===== src/rtl/adc_ctrl_pkg.sv =====
package adc_ctrl_pkg;

  typedef enum logic [2:0] {
    ST_OFF   = 3'd0,
    ST_WARM  = 3'd1,
    ST_READY = 3'd2,
    ST_DEFER = 3'd3,
    ST_CONV  = 3'd4,
    ST_SHUT  = 3'd5
  } seq_state_t;

  typedef enum logic [1:0] {
    FMT_UINT  = 2'b00,
    FMT_SINT  = 2'b01,
    FMT_FRAC  = 2'b10,
    FMT_SFRAC = 2'b11
  } view_fmt_t;

endpackage


===== src/rtl/adc_cycle_timer.sv =====
module adc_cycle_timer #(
  parameter int LEN = 8
) (
  input  logic clk,
  input  logic rst_n,
  input  logic run,
  input  logic freeze,
  output logic expired
);
  localparam int CW = (LEN > 1) ? $clog2(LEN) : 1;
  localparam logic [CW-1:0] LAST = CW'(LEN - 1);

  logic [CW-1:0] cnt;

  assign expired = run && !freeze && (cnt == LAST);

  always_ff @(posedge clk or negedge rst_n) begin
    if (!rst_n) begin
      cnt <= '0;
    end else if (!run) begin
      cnt <= '0;
    end else if (!freeze && !expired) begin
      cnt <= cnt + CW'(1);
    end
  end
endmodule


===== src/rtl/adc_seq_fsm.sv =====
module adc_seq_fsm
  import adc_ctrl_pkg::*;
(
  input  logic       clk,
  input  logic       rst_n,
  input  logic       en,
  input  logic       start_req,
  input  logic       rc_sel,
  input  logic       irq_en,
  input  logic       sleep,
  input  logic       halt,
  input  logic       warm_exp,
  input  logic       defer_exp,
  input  logic       core_done,
  output seq_state_t state,
  output logic       complete,
  output logic       core_go,
  output logic       done_flag,
  output logic       wake_req
);
  seq_state_t nxt;
  logic       go_nxt;

  assign complete = en && (state == ST_CONV) && !halt && core_done;

  assign go_nxt = en && !halt &&
                  (((state == ST_READY) && start_req && !rc_sel) ||
                   ((state == ST_DEFER) && defer_exp));

  always_comb begin
    nxt = state;
    if (!en) begin
      nxt = ST_OFF;
    end else begin
      case (state)
        ST_OFF:   nxt = ST_WARM;
        ST_WARM:  if (warm_exp) nxt = ST_READY;
        ST_READY: if (start_req && !halt) nxt = rc_sel ? ST_DEFER : ST_CONV;
        ST_DEFER: begin
          if (halt)           nxt = ST_READY;
          else if (defer_exp) nxt = ST_CONV;
        end
        ST_CONV: begin
          if (halt)           nxt = ST_READY;
          else if (core_done) nxt = (sleep && !irq_en) ? ST_SHUT : ST_READY;
        end
        ST_SHUT:  nxt = ST_SHUT;
        default:  nxt = ST_OFF;
      endcase
    end
  end

  always_ff @(posedge clk or negedge rst_n) begin
    if (!rst_n) begin
      state     <= ST_OFF;
      core_go   <= 1'b0;
      done_flag <= 1'b0;
      wake_req  <= 1'b0;
    end else begin
      state    <= nxt;
      core_go  <= go_nxt;
      wake_req <= complete && irq_en;
      if (go_nxt)        done_flag <= 1'b0;
      else if (complete) done_flag <= 1'b1;
    end
  end
endmodule


===== src/rtl/adc_result_port.sv =====
module adc_result_port
  import adc_ctrl_pkg::*;
#(
  parameter int CODE_W = 10,
  parameter int OUT_W  = 16
) (
  input  logic              clk,
  input  logic              rst_n,
  input  logic              cap,
  input  logic [CODE_W-1:0] code,
  input  logic [1:0]        fmt,
  input  logic              out_ready,
  output logic              out_valid,
  output logic [CODE_W-1:0] out_data,
  output logic [OUT_W-1:0]  rd_view
);
  localparam int PAD = OUT_W - CODE_W;

  logic [CODE_W-1:0] held;

  always_ff @(posedge clk) begin
    if (cap) held <= code;
  end

  always_ff @(posedge clk or negedge rst_n) begin
    if (!rst_n)         out_valid <= 1'b0;
    else if (cap)       out_valid <= 1'b1;
    else if (out_ready) out_valid <= 1'b0;
  end

  assign out_data = held;

  always_comb begin
    case (view_fmt_t'(fmt))
      FMT_UINT:  rd_view = {{PAD{1'b0}}, held};
      FMT_SINT:  rd_view = {{PAD{held[CODE_W-1]}}, held};
      FMT_FRAC,
      FMT_SFRAC: rd_view = {held, {PAD{1'b0}}};
      default:   rd_view = '0;
    endcase
  end
endmodule


===== src/rtl/adc_seq_ctrl.sv =====
module adc_seq_ctrl
  import adc_ctrl_pkg::*;
#(
  parameter int WARM_CYCLES  = 8,
  parameter int DEFER_CYCLES = 3,
  parameter int CODE_W       = 10,
  parameter int OUT_W        = 16
) (
  input  logic              clk,
  input  logic              rst_n,
  input  logic              en,
  input  logic              start_req,
  input  logic              stop_in_idle,
  input  logic              clk_sel_rc,
  input  logic              irq_en,
  input  logic              sleep,
  input  logic              idle,
  input  logic [1:0]        fmt,
  input  logic              core_done,
  input  logic [CODE_W-1:0] core_code,
  output logic              core_en,
  output logic              core_go,
  output logic              busy,
  output logic              converting,
  output logic              done_flag,
  output logic              wake_req,
  output logic              buf_valid,
  input  logic              buf_ready,
  output logic [CODE_W-1:0] buf_data,
  output logic [OUT_W-1:0]  rd_view
);
  seq_state_t state;
  logic       halt;
  logic       warm_exp;
  logic       defer_exp;
  logic       complete;

  // Clocks stop in sleep unless the private RC source runs the core;
  // idle stops the module only when asked to.
  assign halt = (sleep && !clk_sel_rc) || (idle && stop_in_idle);

  adc_cycle_timer #(.LEN(WARM_CYCLES)) u_warm (
    .clk     (clk),
    .rst_n   (rst_n),
    .run     (state == ST_WARM),
    .freeze  (halt),
    .expired (warm_exp)
  );

  adc_cycle_timer #(.LEN(DEFER_CYCLES)) u_defer (
    .clk     (clk),
    .rst_n   (rst_n),
    .run     (state == ST_DEFER),
    .freeze  (halt),
    .expired (defer_exp)
  );

  adc_seq_fsm u_fsm (
    .clk       (clk),
    .rst_n     (rst_n),
    .en        (en),
    .start_req (start_req),
    .rc_sel    (clk_sel_rc),
    .irq_en    (irq_en),
    .sleep     (sleep),
    .halt      (halt),
    .warm_exp  (warm_exp),
    .defer_exp (defer_exp),
    .core_done (core_done),
    .state     (state),
    .complete  (complete),
    .core_go   (core_go),
    .done_flag (done_flag),
    .wake_req  (wake_req)
  );

  adc_result_port #(.CODE_W(CODE_W), .OUT_W(OUT_W)) u_res (
    .clk       (clk),
    .rst_n     (rst_n),
    .cap       (complete),
    .code      (core_code),
    .fmt       (fmt),
    .out_ready (buf_ready),
    .out_valid (buf_valid),
    .out_data  (buf_data),
    .rd_view   (rd_view)
  );

  assign core_en    = (state != ST_OFF) && (state != ST_SHUT);
  assign busy       = (state == ST_WARM);
  assign converting = (state == ST_DEFER) || (state == ST_CONV);
endmodule


===== config.mk =====
export PLATFORM = sky130hd
export DESIGN_NAME = adc_seq_ctrl
export DESIGN_NICKNAME = d
export VERILOG_FILES = /design/src/rtl/adc_ctrl_pkg.sv /design/src/rtl/adc_cycle_timer.sv /design/src/rtl/adc_seq_fsm.sv /design/src/rtl/adc_result_port.sv /design/src/rtl/adc_seq_ctrl.sv
export SDC_FILE = /design/constraint.sdc
export NUM_CORES = 1
export LEC_CHECK = 0
export BUFFER_PORTS_ARGS = -buffer_cell sky130_fd_sc_hd__clkbuf_2
export CAP_MARGIN = 5
export CELL_PAD_IN_SITES_DETAIL_PLACEMENT = 0
export CELL_PAD_IN_SITES_GLOBAL_PLACEMENT = 1
export CORE_MARGIN = 2
export CORE_UTILIZATION = 34
export CTS_CLUSTER_DIAMETER = 60
export DETAILED_ROUTE_END_ITERATION = 12
export GPL_ROUTABILITY_DRIVEN = 0
export GPL_TIMING_DRIVEN = 0
export PLACE_DENSITY_LB_ADDON = 0.1
export SYNTH_ARGS = -nofsm -noshare
export SYNTH_HDL_FRONTEND = slang
export SYNTH_SLANG_ARGS = --single-unit

===== constraint.sdc =====
create_clock -name clk -period 1.8 [get_ports clk]
set_input_delay 0.09 -clock clk [delete_from_list [all_inputs] [get_ports clk]]
set_output_delay 0.09 -clock clk [all_outputs]
set_load 0.05 [all_outputs]

==> impl_metrics.toml <==
[routing]
dr.pass1.iters = 4
num_vias = 1131
first_iter_violations = 22
drc = 0
wl_per_cell_um = 12.50
drt-total-wl_mm = 2.924
routed_via_density = 4.833
ant_nets = 0

[logic_synthesis]
synthCells = 117
synth_nets = 143
syn_avg_cell_area_sq_um = 10.81
yosysTopAreaCell = "dfrtp_1"
synth_mux_area_frac = 0.03561
synth_seq_area_share = 0.4748
synth_cell_types = 48
synth_top_family_by_area = "simple AND/OR/NAND/NOR gates"
syn_area_sq_um = 1265
synth_xor_area_frac = 0.01385
synth_compound_area_frac = 0.1879
async_flop_share = 0.5455
synth_edf_count = 10
synth-seq-cells = 22
synth-adder-area-share = 0.02967
synth.most_common_cell = "nand2_1"
synthTopCellsByCount = "nand2_1 (16), dfrtp_1 (12), edfxtp_1 (10), nor2b_1 (7)"
synth_area_leaders = "dfrtp_1 (24%), edfxtp_1 (24%), nand2_1 (4.7%)"
ys.flop_type = "dfrtp_1"
yosysTopAreaCellShare = 0.2374
yosys_warnings = 0
synth-simple-area-share = 0.2245

[setup_path]
cp-end-kind = "register"
path_depth = 4
cp_max_fo = 13
required_ps = 1740
cp.arrival_ps = 1610
cpMaxStageDelayCell = "and4_2"
ff2ff_path_depth = 4
start_kind = "register"
path_cells = "buf_4, nand2b_1, nor2_2, and4_2"
crit_family = "simple AND/OR/NAND/NOR gates"
critPathKind = "register to register"
crit_path_max_incr_delay_ps = 460
cp_num_buf_inv = 1

[timing]
finalSetupTns_ps = 0
min_period_ps = 1674
finalCritPeriodShare = 0.9301
worst_slew_pin_slew_ps = 418.3
slew_headroom = 0.7190
finalMaxSlewViolations = 0
hold_viol = 0
skew_ps = 2.901
rsz0062_at_grt = "no"
finalSetupViolCount = 0
fmax_ghz = 0.5973

[final_layout]
drive_gt1_frac = 0.4301
layout.nets = 213
final_cells = 234
antennaDiodeCount = 0
design_area_sq_um = 1778
area_growth_pct = 40.55

[run_status]
status = "finished, final reports clean"

[floorplan]
num_rows = 22
pin_count = 56
start_util = 0.3508
die_h_um = 65.00
die-area_sq_um = 4224
core_area_sq_um = 3606
dieWidth_um = 65.00

[clocking]
clock_path_buffers = 2
cts_setup_buffers = 0
path_clk_slew_ps = 80
cts_buffers = 3
cts_tree = "done"
insertion_delay_ps = 260
numClockSinks = 22
root_buffer = "clkbuf_8"
htree_levels = 1

[placement]
dp.cells = 219
port-buffer-count = 54
postPlaceCellArea_sq_um = 1595
hpwlAfterDp_mm = 2.248

[power]
leakagePower_nw = 0.8451
ir_drop_mv = 0.7529
power_density_nw_per_um2 = 1108

[hold_path]
holdPathStages = 2
hold_path_class = "input pin to register"

[global_route]
grtUsageTotal = 0.1453
grt_max_degree = 14
antenna_found_initial = 0
grt_pass1_vias = 1048
grt_pass1_wl_mm = 4.705
grt_overflow_total = 0

[job]
cap_violations = 0
state kept, by name, indices dropped and copies added, names as in the netlist:
signal	flops
u_res.out_data	10
u_fsm.wake_req	1
u_fsm.core_go	1
u_warm.cnt	3
u_fsm.done_flag	1
u_fsm.state	3
u_defer.cnt	2
u_res.out_valid	1
through the flow:
| step | setup WS, ps | total power [mW] | hold slack, ps | utilization |
|---|---|---|---|---|
| 6_report | 125.9 | 1.970 | 51.09 | 0.4931 |
| 5_1_grt | 28.23 | 2.091 | 47.60 | 0.4931 |
| 4_1_cts | 114.5 | 1.984 | 0.1428 | 0.4792 |
| 3_5_place_dp | -45.50 | 1.507 | 6.345 | 0.4424 |
| 3_3_place_gp | -37.92 | 1.500 | 2.029 | 0.4424 |
| 2_1_floorplan | 186.7 | 1.319 | -205.6 | - |
final cells by class:
| type | count | area, sq um |
|---|---|---|
| multi-input combinational | 85 | 623.1 |
| clock inverter | 1 | 30.03 |
| tap | 48 | 60.06 |
| clock buffer | 3 | 41.29 |
| inverter | 6 | 22.52 |
| sequential | 22 | 600.6 |
| fill | 362 | 1828 |
| buffer | 4 | 20.02 |
| timing repair buffer | 65 | 380.4 |
repair_timing:
item	CTS	global route
gates resized for setup	1	0
hold buffers	6	5
setup endpoints to repair	11	0
hold endpoints to repair	17	5
metal layers:
metal,routed length (um),part of all wire,global-route usage,vias up
met5,0,0,0,-
met4,17,0.0058,0.04787,0
met3,128,0.044,0.02083,2
met2,1398,0.48,0.2461,33
met1,1379,0.47,0.1897,532
li1,-,-,-,564
logic make-up (layout without fill, tap and decap cells):
family,after synthesis,in the layout
AND/OR/NAND/NOR,48,48
AO/OA/AOI/OAI,28,28
flip-flops,22,22
buffers and inverters,10,79
multiplexers,4,4
adder cells (fa/ha/maj),3,3
XOR/XNOR,2,2
placed cells by master (no fill, tap or decap), drive strengths merged, types with 5 or more instances in the layout:
cell type and n:
clkbuf 59, nand2 16, dfrtp 12, dlygate4sd3 11
edfxtp 10, nor2b 8, inv 6, o21ai 6
a21oi 5, nor2 5
where the power goes:
part	leakage, nW	switching (mW)	internal [mW]	total, mW
Combinational	0.556	0.575	0.312	0.887
Clock	0.0357	0.160	0.297	0.457
Sequential	0.254	0.0410	0.585	0.626
Total	0.845	0.776	1.19	1.97
final timing paths:
kind | slack (ps) | startpoint | end
max in group asynchronous | 1320 | rst_n | u_defer.cnt[1]
hold reg to reg | 490 | u_res.out_valid | u_res.out_valid
setup / recovery | 130 | u_fsm.state[1] | u_res.out_data[5]
setup reg to reg | 130 | u_fsm.state[1] | u_res.out_data[5]
hold / removal | 50 | core_done | u_fsm.state[2]
min in group asynchronous | 250 | rst_n | u_warm.cnt[0]
(Power assumes the default switching activity.)
